**src/rtl/irq_pkg.sv**
```systemverilog
package irq_pkg;

    // Words between adjacent vector slots
    localparam int unsigned VEC_STRIDE = 2;
    // Width of the source index carried in the pick struct (up to 256 sources)
    localparam int unsigned IDX_W = 8;

    typedef enum logic {
        WR_ENABLE = 1'b0,
        WR_CLEAR  = 1'b1
    } wr_target_e;

    typedef enum logic {
        CTL_IDLE = 1'b0,
        CTL_HOLD = 1'b1
    } ctl_state_e;

    typedef struct packed {
        logic             valid;
        logic [IDX_W-1:0] idx;
    } pick_t;

    // Slot 0 of the table is the reset vector; source i lives in slot i+1
    function automatic logic [31:0] slot_addr(logic [31:0] base, logic [IDX_W-1:0] idx);
        return base + (32'(idx) + 32'd1) * VEC_STRIDE;
    endfunction

endpackage

```
**src/rtl/irq_flag_bank.sv**
```systemverilog
module irq_flag_bank
    import irq_pkg::*;
#(
    parameter int unsigned       N_SRC     = 16,
    parameter logic [N_SRC-1:0]  LEVEL_SRC = '0
) (
    input  logic             clk,
    input  logic             rst,
    input  logic [N_SRC-1:0] src_in,
    input  logic [N_SRC-1:0] sw_clr,
    input  logic [N_SRC-1:0] hw_clr,
    output logic [N_SRC-1:0] pend
);

    for (genvar i = 0; i < N_SRC; i++) begin : g_src
        if (LEVEL_SRC[i]) begin : g_level
            // Level-type: no storage, request follows the input
            assign pend[i] = src_in[i];
        end else begin : g_event
            logic flag_q;
            always_ff @(posedge clk) begin
                if (rst)
                    flag_q <= 1'b0;
                else if (src_in[i])
                    flag_q <= 1'b1;           // set has priority over any clear
                else if (sw_clr[i] || hw_clr[i])
                    flag_q <= 1'b0;
            end
            assign pend[i] = flag_q;

            p_set_wins_r7: assert property (@(posedge clk) disable iff (rst)
                src_in[i] |=> pend[i]);
            p_ack_clears_r5: assert property (@(posedge clk) disable iff (rst)
                (hw_clr[i] && !src_in[i]) |=> !pend[i]);
        end
    end

endmodule

```
**src/rtl/irq_prio_pick.sv**
```systemverilog
module irq_prio_pick
    import irq_pkg::*;
#(
    parameter int unsigned N_SRC = 16
) (
    input  logic [N_SRC-1:0] elig,
    output pick_t            pick
);

    always_comb begin
        pick = '0;
        // Walk from the top down so the lowest index is the last to write
        for (int i = N_SRC - 1; i >= 0; i--) begin
            if (elig[i]) begin
                pick.valid = 1'b1;
                pick.idx   = IDX_W'(i);
            end
        end
    end

endmodule

```
**src/rtl/irq_vec_ctrl.sv**
```systemverilog
module irq_vec_ctrl
    import irq_pkg::*;
#(
    parameter int unsigned       N_SRC     = 16,
    parameter int unsigned       ADDR_W    = 16,
    parameter logic [31:0]       BOOT_BASE = 32'h0000_3800,
    parameter int unsigned       SPI_IDX   = 9,
    parameter logic [N_SRC-1:0]  LEVEL_SRC = 16'h00C0
) (
    input  logic              clk,
    input  logic              rst,
    input  logic [N_SRC-1:0]  src_in,
    input  logic              wr_en,
    input  logic              wr_sel,
    input  logic [N_SRC-1:0]  wr_data,
    input  logic              gie,
    input  logic              vec_sel,
    input  logic              spi_only,
    input  logic              ack,
    output logic              irq_req,
    output logic [ADDR_W-1:0] irq_vec
);

    localparam logic [N_SRC-1:0] SPI_BIT = N_SRC'(1) << SPI_IDX;

    logic [N_SRC-1:0] en_q;
    logic [N_SRC-1:0] pend;
    logic [N_SRC-1:0] sw_clr;
    logic [N_SRC-1:0] hw_clr;
    logic [N_SRC-1:0] elig;
    pick_t            pick;
    ctl_state_e       state_q;
    logic [IDX_W-1:0] held_idx_q;
    logic [31:0]      base;
    logic             take_ack;

    // Software write port
    always_ff @(posedge clk) begin
        if (rst)
            en_q <= '0;
        else if (wr_en && wr_target_e'(wr_sel) == WR_ENABLE)
            en_q <= wr_data;
    end

    assign sw_clr   = (wr_en && wr_target_e'(wr_sel) == WR_CLEAR) ? wr_data : '0;
    assign take_ack = (state_q == CTL_HOLD) && ack;
    assign hw_clr   = take_ack ? (N_SRC'(1) << held_idx_q) : '0;

    irq_flag_bank #(.N_SRC(N_SRC), .LEVEL_SRC(LEVEL_SRC)) u_flags (
        .clk    (clk),
        .rst    (rst),
        .src_in (src_in),
        .sw_clr (sw_clr),
        .hw_clr (hw_clr),
        .pend   (pend)
    );

    assign elig = pend & en_q & {N_SRC{gie}} & (spi_only ? SPI_BIT : '1);

    irq_prio_pick #(.N_SRC(N_SRC)) u_pick (
        .elig (elig),
        .pick (pick)
    );

    assign base = vec_sel ? BOOT_BASE : 32'd0;

    // Request/vector register: latch a winner, hold it until acknowledged
    always_ff @(posedge clk) begin
        if (rst) begin
            state_q    <= CTL_IDLE;
            held_idx_q <= '0;
            irq_vec    <= '0;
        end else begin
            case (state_q)
                CTL_IDLE: if (pick.valid) begin
                    state_q    <= CTL_HOLD;
                    held_idx_q <= pick.idx;
                    irq_vec    <= ADDR_W'(slot_addr(base, pick.idx));
                end
                CTL_HOLD: if (ack) state_q <= CTL_IDLE;
                default:  state_q <= CTL_IDLE;
            endcase
        end
    end

    assign irq_req = (state_q == CTL_HOLD);

    p_one_hw_clear_r5: assert property (@(posedge clk) disable iff (rst)
        $onehot0(hw_clr));
    p_ack_drops_r5: assert property (@(posedge clk) disable iff (rst)
        (irq_req && ack) |=> !irq_req);
    p_vec_stable_r11: assert property (@(posedge clk) disable iff (rst)
        (irq_req && !ack) |=> (irq_req && $stable(irq_vec)));
    p_gie_gate_r2: assert property (@(posedge clk) disable iff (rst)
        $rose(irq_req) |-> $past(gie));
    p_spi_only_r10: assert property (@(posedge clk) disable iff (rst)
        ($rose(irq_req) && $past(spi_only)) |->
            irq_vec == ADDR_W'(($past(vec_sel) ? BOOT_BASE : 32'd0) + (SPI_IDX + 1) * VEC_STRIDE));

endmodule

```
**config.mk**
```make
export PLATFORM = sky130hd
export DESIGN_NAME = irq_vec_ctrl
export DESIGN_NICKNAME = d
export VERILOG_FILES = /design/src/rtl/irq_pkg.sv /design/src/rtl/irq_flag_bank.sv /design/src/rtl/irq_prio_pick.sv /design/src/rtl/irq_vec_ctrl.sv
export SDC_FILE = /design/constraint.sdc
export NUM_CORES = 1
export LEC_CHECK = 0
export BUFFER_PORTS_ARGS = -buffer_cell sky130_fd_sc_hd__buf_2
export CORE_UTILIZATION = 50
export CTS_BUF_LIST = sky130_fd_sc_hd__clkbuf_2 sky130_fd_sc_hd__clkbuf_4 sky130_fd_sc_hd__clkbuf_8
export CTS_CLUSTER_SIZE = 24
export DETAILED_ROUTE_END_ITERATION = 10
export GPL_TIMING_DRIVEN = 0
export PLACE_DENSITY = 0.76
export SYNTH_ARGS = -nofsm -noshare
export SYNTH_HDL_FRONTEND = slang
export SYNTH_HIERARCHICAL = 1
export SYNTH_SLANG_ARGS = --single-unit
```
**constraint.sdc**
```tcl
create_clock -name clk -period 2.4 [get_ports clk]
set_input_delay 0.12 -clock clk [delete_from_list [all_inputs] [get_ports clk]]
set_output_delay 0.12 -clock clk [all_outputs]
set_load 0.1 [all_outputs]
```
**Word-level counts from Yosys, hierarchy flattened**

Cells that the tools add are included.

- Register bits: 55
- Latch bits: 0
- Bits in writable memories: 0
- ROM bits: 0
- Bits of input ports: 40
- Word-level logic and storage cells: 109
- Memories: 0

- Add/sub/neg operators: 2
- $mul: 0
- Divide/modulo/power cells: 0
- Magnitude comparators: 0
- Equality and inequality tests: 0
- Shift operators: 1
- Muxes and demuxes: 51
- Bitwise gates (word level): 5
- Reductions and logical operators: 32

Operators by type and width:

| cell | number |
|---|---|
| 9-bit two-way mux | 16 |
| 16-bit bitwise AND | 3 |
| 16-bit two-way mux | 3 |
| 1-bit two-way mux | 30 |
| 2-bit nonzero test | 14 |
| 1-bit by 8-bit << shifter with 16-bit output, first input constant | 1 |
| 14-bit by 10-bit adder with 15-bit output | 1 |
| 1-bit logical OR | 14 |
| 14-bit two-way mux | 1 |
| 8-bit by 1-bit adder with 9-bit output, second input constant | 1 |
| 1-bit logical AND | 3 |
| 1-bit inverter | 2 |
| 1-bit one-hot mux with 2 select lines | 1 |
| 2-bit AND reduction | 1 |

**Depth between registers and ports, before layout**

Gate-level depths: netlist of run 1.

- Depth in word-level cells: 21
- Gate-level depth with buffers: 11
- Depth with buffers taken out: 10

**Hierarchy**

Netlist of run 1, hierarchy kept.

By module, submodules not included:

| module | instances | cells an instance | area each (um^2) |
|---|---|---|---|
| irq_vec_ctrl | 1 | 237 | 1739.2 |
| irq_flag_bank | 1 | 73 | 650.6 |
| irq_prio_pick | 1 | 39 | 209.0 |

**Worst setup path after synthesis of run 1**

Ideal clock, no wire load.

- Path kind: input port to flip-flop
- Start point: input gie
- End point: register irq_vec[5]
- Setup time: 0.086 ns
- Data arrival time: 2.136 ns
- Required time: 2.314 ns
- Setup slack: 0.178 ns
- Stages: 10
- Path buffers: 1
- Cell sequence: nor2b_1 clkbuf_1 and3_1 a21oi_1 o311a_1 o22ai_1 ha_1 nand3_1 xor2_1 a211oi_1

RTL lines:

| element | RTL line | RTL |
|---|---|---|
| start: declaration | irq_vec_ctrl.sv:16 | `input logic gie,` |
| end signal: assignment | irq_vec_ctrl.sv:78 | `irq_vec <= ADDR_W'(slot_addr(base, pick.idx));` |
| end: declaration | irq_vec_ctrl.sv:21 | `output logic [ADDR_W-1:0] irq_vec` |

==> impl_metrics.csv, run 1 <==
group,metric,value,unit
floorplanning,rows,25,
routing,drtIter0Drc,105,
clock_tree,clock_path_buffers,2,
logic_synthesis,syn_area_per_cell,7.475,um2
run,maxCapViolCount,0,
min_path,hp-class,"input port to flop",
routing,first_pass_iters,4,
pwr,ir_worst_vdd,0.3965,mV
floorplanning,ios,57,
logic_synthesis,synthesis.area,2579,um2
pwr,intPower,1.229,mW
min_path,min_to,"u_flags/g_src[4].g_event.flag_q$_SDFFE_PP0P_",
clock_tree,cts.clk_slew.worst_paths,0.09,ns
timing,fmax,0.4511,GHz
cells_and_area,final_util,0.6317,
critical_path,cp_max_fo,10,
cells_and_area,diodes,0,
pwr,p_leak,1.414,nW
pwr,pwr-share-clk,0.279,
routing,ant_nets,0,
timing,slew_violations,0,
clock_tree,numClockSinks,49,
global_routing,grt_max_degree,16,
timing,setup_tns,0,ns
routing,drc,0,
floorplanning,initial_core_util,0.5319,
cells_and_area,final_cell_mix,"63 x nand2_1, 53 x buf_2, 49 x dfxtp_1, 46 x a21oi_1, 31 x and3_1",
global_routing,grt_usage,0.2376,
clock_tree,htree_levels,2,
critical_path,ff2ff_path_depth,8,
cells_and_area,fin_nets,448,
routing,vias,2481,
clock_tree,cts_root_buf,"clkbuf_8",
critical_path,critical_path.endpoint_type,"flop",
logic_synthesis,synth_cells,345,
cells_and_area,area_growth,18.78,%
cells_and_area,final_common_cell,"nand2_1",
placement,io_buffer_count,50,
min_path,worstHoldStart,"src_in[4]",
cells_and_area,final_cells,475,
logic_synthesis,yosysWarnings,6,
global_routing,grt_overflow,0,
pwr,power_density,591.7,nW/um2
floorplanning,die_h,73.82,um
critical_path,critical_path_class,"flop to flop",
clock_tree,insertion_delay,0.31,ns
floorplanning,dieArea,5449,um2
cells_and_area,fillers,446,
floorplanning,core-area,4848,um2
cells_and_area,drive_gt1_frac,0.2353,
global_routing,antenna_found_initial,0,
critical_path,reg2reg_to,"irq_vec[7]$_SDFFE_PP0P_",
run_status,status,"finished clean",
timing,maxSlewHeadroom,0.5368,
timing,holdWs,0.03568,ns
timing,fin_crit_sh,0.9237,
pwr,swShare,0.3220,
floorplanning,fp.dieW,73.82,um
critical_path,cp_data_required_time,2.61,ns
pwr,comb_power_share,0.232,
global_routing,grt_pass1_vias,2205,
clock_tree,cts_buffers,5,
global_routing,grt_pass1_wl,9839,um
min_path,whs_path_depth,3,
placement,gp_congestion,0.8654,
placement,dp_cells,468,
timing,hold_viol_final,0,
critical_path,worstSetupStartpointType,"flop",
routing,wirelength,6003,um
routing,wire_per_inst,12.64,um
timing,tightest_slew,0.6885,ns
timing,clock_skew,0.01068,ns
placement,hpwl,4607,um
critical_path,r2r-start,"u_flags/g_src[2].g_event.flag_q$_SDFFE_PP0P_",
timing,period_needed,2.217,ns
clock_tree,tritoncts,"yes",
pwr,p_switching,583.5,uW
pwr,seqPwrFrac,0.489,
critical_path,r2r_slack,0.18,ns
routing,viasPerCell,5.223,
timing,setup_viol_count_final,0,
critical_path,cp.arrival,2.42,ns
-- how the worst max path moves through the flow --
| stage | startpoint | to | depth (start not counted) |
|---|---|---|---|
| after floorplan | gie | irq_vec[5]$_SDFFE_PP0P_ | 10 |
| after global placement | gie | irq_vec[5]$_SDFFE_PP0P_ | 11 |
| after detailed placement | gie | irq_vec[5]$_SDFFE_PP0P_ | 11 |
| after CTS | gie | irq_vec[5]$_SDFFE_PP0P_ | 11 |
| after global routing | gie | irq_vec[5]$_SDFFE_PP0P_ | 11 |
| final | u_flags/g_src[2].g_event.flag_q$_SDFFE_PP0P_ | irq_vec[7]$_SDFFE_PP0P_ | 8 |
-- registers in the layout, indices dropped and copies added (netlist names) --
signal                        cells
irq_vec                          10
irq_req                           1
u_flags/g_src.g_event.flag_q     14
en_q                             16
held_idx_q                        8
-- per-layer routing --
layer  track usage  vias to the layer above  share of wire
li1              -                     1257              -
met1        0.2971                     1127           0.45
met2        0.4118                       87           0.48
met3       0.03978                       10          0.049
met4       0.08120                        0          0.015
met5             0                        -              0
-- repair_timing --
action,CTS,global route
setup buffers,0,0
resized for setup,3,5
hold buffers,0,0
gates cloned,0,0
endpoints found under the setup margin,2,6
-- critical path, cell delays in order (launching register included) --
cell and delay [ns]:
dfxtp_1 0.32, buf_4 0.12, and3_1 0.20, nor2_1 0.28, nand3_1 0.14, or3_1 0.35, nor2b_1 0.20, clkbuf_1 0.24
a311oi_1 0.27
-- power by group through the flow --
stage | combinational, mW | sequential [mW] | clock [mW]
after global routing | 0.456 | 0.893 | 0.553
after floorplan | 0.217 | 1.01 | 0
final | 0.421 | 0.886 | 0.505
after CTS | 0.416 | 0.887 | 0.520
after global placement | 0.409 | 0.903 | 0
after detailed placement | 0.413 | 0.906 | 0
-- through the flow --
step,power [mW],cell area (um2),worst slack [ns]
6_report,1.812,3063,0.1831
5_1_grt,1.901,3063,-0.001179
4_1_cts,1.823,3047,0.05255
3_5_place_dp,1.319,2935,-0.5405
3_3_place_gp,1.312,2935,-0.5073
2_1_floorplan,1.226,2601,0.1781
-- final cells by class --
| cell class | instances | area, um2 | share of cell area |
|---|---|---|---|
| clock inverters | 2 | 13.76 | 0.004493 |
| flip-flops and latches | 49 | 980.9 | 0.3203 |
| multi-input cells | 241 | 1324 | 0.4322 |
| repair buffers | 50 | 250.2 | 0.08170 |
| inverters | 18 | 67.56 | 0.02206 |
| well taps | 67 | 83.83 | 0.02737 |
| plain buffers | 42 | 260.3 | 0.08497 |
| clock buffers | 6 | 82.58 | 0.02696 |
No activity file was read; power rests on OpenSTA's default activity.
==> run 2, diff against run 1 <==
--- a/config.mk
+++ b/config.mk
@@ -5,13 +5,14 @@
 export SDC_FILE = /design/constraint.sdc
 export NUM_CORES = 1
 export LEC_CHECK = 0
-export BUFFER_PORTS_ARGS = -buffer_cell sky130_fd_sc_hd__buf_2
 export CORE_UTILIZATION = 50
 export CTS_BUF_LIST = sky130_fd_sc_hd__clkbuf_2 sky130_fd_sc_hd__clkbuf_4 sky130_fd_sc_hd__clkbuf_8
 export CTS_CLUSTER_SIZE = 24
 export DETAILED_ROUTE_END_ITERATION = 10
+export DONT_BUFFER_PORTS = 1
 export GPL_TIMING_DRIVEN = 0
-export PLACE_DENSITY = 0.76
+export PLACE_DENSITY = 0.67
+export RECOVER_POWER = 50
 export SYNTH_ARGS = -nofsm -noshare
 export SYNTH_HDL_FRONTEND = slang
 export SYNTH_HIERARCHICAL = 1
==> run 2 against run 1 <==
Against the previous run: global-route usage grew 1.6 points; critical path depth shrank 3; cell area is 3.3% higher; routed wire length rose by 8.7%; final cell count down 3.4%; first-iteration DRC count up 7.6%; non-clock buffer count is 16 lower; power is 6.2% higher.
==> impl_metrics.csv, run 2 (synthesized netlist as in run 1, its figures left out) <==
group,metric,value,unit
critical_path,crit_slowest_cell,"dfxtp_1",
timing,setup_viol_count_final,0,
critical_path,critical_path.endpoint_type,"flop",
critical_path,critical-path-max-stage-delay,1.03,ns
timing,slew_violations,0,
global_routing,grt_usage,0.2532,
timing,period_needed,2.233,ns
timing,fin_crit_sh,0.9305,
pwr,comb_power_share,0.161,
clock_tree,tritoncts,"yes",
global_routing,antenna_found_initial,0,
timing,tightest_slew,1.055,ns
pwr,pwr-share-clk,0.321,
floorplanning,initial_core_util,0.5319,
routing,wirelength,6523,um
floorplanning,dieArea,5449,um2
run,maxCapViolCount,0,
global_routing,grt_max_degree,16,
cells_and_area,final_cells,459,
clock_tree,cts.clk_slew.worst_paths,0.09,ns
placement,gp_congestion,0.8588,
floorplanning,rows,25,
cells_and_area,reg_top3,"en_q (16), u_flags/g_src.g_event.flag_q (14), irq_vec (10)",
global_routing,grt_pass1_vias,2327,
pwr,ir_worst_vdd,0.4494,mV
clock_tree,htree_levels,2,
critical_path,ff2ff_path_depth,5,
timing,rsz0062_at_grt,"no",
critical_path,crit_family,"simple AND/OR/NAND/NOR gates",
floorplanning,fp.dieW,73.82,um
cells_and_area,largest_reg_flops,16,
clock_tree,cts_root_buf,"clkbuf_8",
pwr,p_switching,585.6,uW
critical_path,cp.arrival,2.42,ns
cells_and_area,area_growth,22.76,%
floorplanning,ios,57,
floorplanning,die_h,73.82,um
critical_path,cp.buffers_inverters,0,
timing,setup_tns,0,ns
routing,wire_per_inst,14.21,um
cells_and_area,drive_gt1_frac,0.1199,
placement,io_buffer_count,0,
critical_path,reg2reg_to,"u_flags/g_src[0].g_event.flag_q$_SDFFE_PP0P_",
clock_tree,cts_setup_buffers,0,
clock_tree,insertion_delay,0.30,ns
critical_path,worstSetupStartpointType,"flop",
critical_path,r2r-start,"irq_req$_SDFF_PP0_",
pwr,power_density,607.8,nW/um2
routing,viasPerCell,5.312,
min_path,whs_path_depth,3,
critical_path,critical_path_class,"flop to flop",
floorplanning,core-area,4848,um2
clock_tree,cts_buffers,5,
critical_path,path_cells,"and2_0, nand2_1, nor4b_1, or3b_1, a21oi_1",
placement,dp_cells,418,
timing,clock_skew,0.004886,ns
cells_and_area,top_register,"en_q",
pwr,seqPwrFrac,0.518,
cells_and_area,final_util,0.6529,
routing,ant_nets,0,
pwr,p_total,1.924,mW
routing,first_pass_iters,4,
cells_and_area,final_cell_mix,"63 x nand2_1, 49 x dfxtp_1, 46 x a21oi_1, 33 x dlygate4sd3_1, 31 x and3_1",
run_status,status,"finished clean",
clock_tree,numClockSinks,49,
routing,drc,0,
cells_and_area,fin_nets,432,
min_path,hp-class,"input port to flop",
min_path,min_to,"u_flags/g_src[14].g_event.flag_q$_SDFFE_PP0P_",
placement,hpwl,4535,um
timing,fmax,0.4478,GHz
critical_path,cp_data_required_time,2.58,ns
pwr,intPower,1.338,mW
cells_and_area,final_common_cell,"nand2_1",
pwr,swShare,0.3044,
timing,hold_viol_final,0,
critical_path,r2r_slack,0.17,ns
global_routing,grt_pass1_wl,10440,um
pwr,p_leak,1.351,nW
global_routing,grt_overflow,0,
critical_path,cp_num_cells,5,
routing,drtIter0Drc,113,
clock_tree,clock_path_buffers,2,
min_path,worstHoldStart,"wr_data[14]",
cells_and_area,diodes,0,
critical_path,cp_max_fo,5,
timing,maxSlewHeadroom,0.2958,
routing,vias,2438,
==> run 2: cell types whose count changed in the layout (fill, tap and decap cells not counted), sizes merged <==
cell and change:
clkbuf +3, clkinvlp +1, buf -52, dlygate4sd3 +33, clkinv -2, bufinv +1
==> run 2: routing by layer <==
layer | wire length, um | track usage | part of all wire | vias to the layer above
li1 | - | - | - | 1229
met1 | 2921 | 0.3134 | 0.45 | 1138
met2 | 3276 | 0.4485 | 0.50 | 63
met3 | 238 | 0.04390 | 0.036 | 8
met4 | 86 | 0.07051 | 0.013 | 0
met5 | 0 | 0 | 0 | -
==> run 2: final cells by class <==
| type | instances | area [um2] |
|---|---|---|
| buffer | 43 | 261.5 |
| clock buffer | 6 | 82.58 |
| clock inverter | 2 | 37.54 |
| fill | 440 | 1683 |
| inverter | 18 | 67.56 |
| multi-input combinational | 241 | 1321 |
| sequential | 49 | 980.9 |
| tap | 67 | 83.83 |
| timing repair buffer | 33 | 330.3 |
==> run 2: tightest hold or removal path, delay by kind of cell <==
kind | cells | cell delay [ns]
AO/OA/AOI/OAI | 1 | 0.05
AND/OR/NAND/NOR | 2 | 0.22
==> run 2: what timing repair did <==
| item | in CTS | in global routing |
|---|---|---|
| hold buffers | 33 | 0 |
| hold endpoints to repair | 32 | 0 |
| resized for setup | 2 | 11 |
| setup endpoints to repair | 1 | 16 |
==> run 2: how the worst max path moves through the flow <==
stage | startpoint | to
final | irq_req$_SDFF_PP0_ | u_flags/g_src[0].g_event.flag_q$_SDFFE_PP0P_
after global routing | u_flags/g_src[5].g_event.flag_q$_SDFFE_PP0P_ | irq_vec[7]$_SDFFE_PP0P_
after floorplan | gie | irq_vec[5]$_SDFFE_PP0P_
after CTS | u_flags/g_src[5].g_event.flag_q$_SDFFE_PP0P_ | irq_vec[12]$_SDFFE_PP0P_
after detailed placement | gie | irq_vec[5]$_SDFFE_PP0P_
after global placement | gie | irq_vec[5]$_SDFFE_PP0P_
==> run 2: metrics by stage <==
| step | hold slack (ns) | instance area (um2) | setup WS, ns |
|---|---|---|---|
| floorplan | 0.1891 | 2601 | 0.1781 |
| global placement | 0.1915 | 2685 | -0.5126 |
| CTS | 0.1214 | 3143 | 0.001121 |
| global route | 0.1233 | 3166 | 0.01242 |
| detailed placement | 0.1926 | 2685 | -0.4248 |
| finish | 0.1318 | 3166 | 0.1668 |
==> run 2: power groups by stage <==
stage	clock network, mW	logic [mW]	registers (mW)
floorplan	0	0.217	1.01
global placement	0	0.255	1.01
detailed placement	0	0.257	1.02
CTS	0.626	0.303	0.997
global route	0.661	0.339	1.00
finish	0.617	0.310	0.996
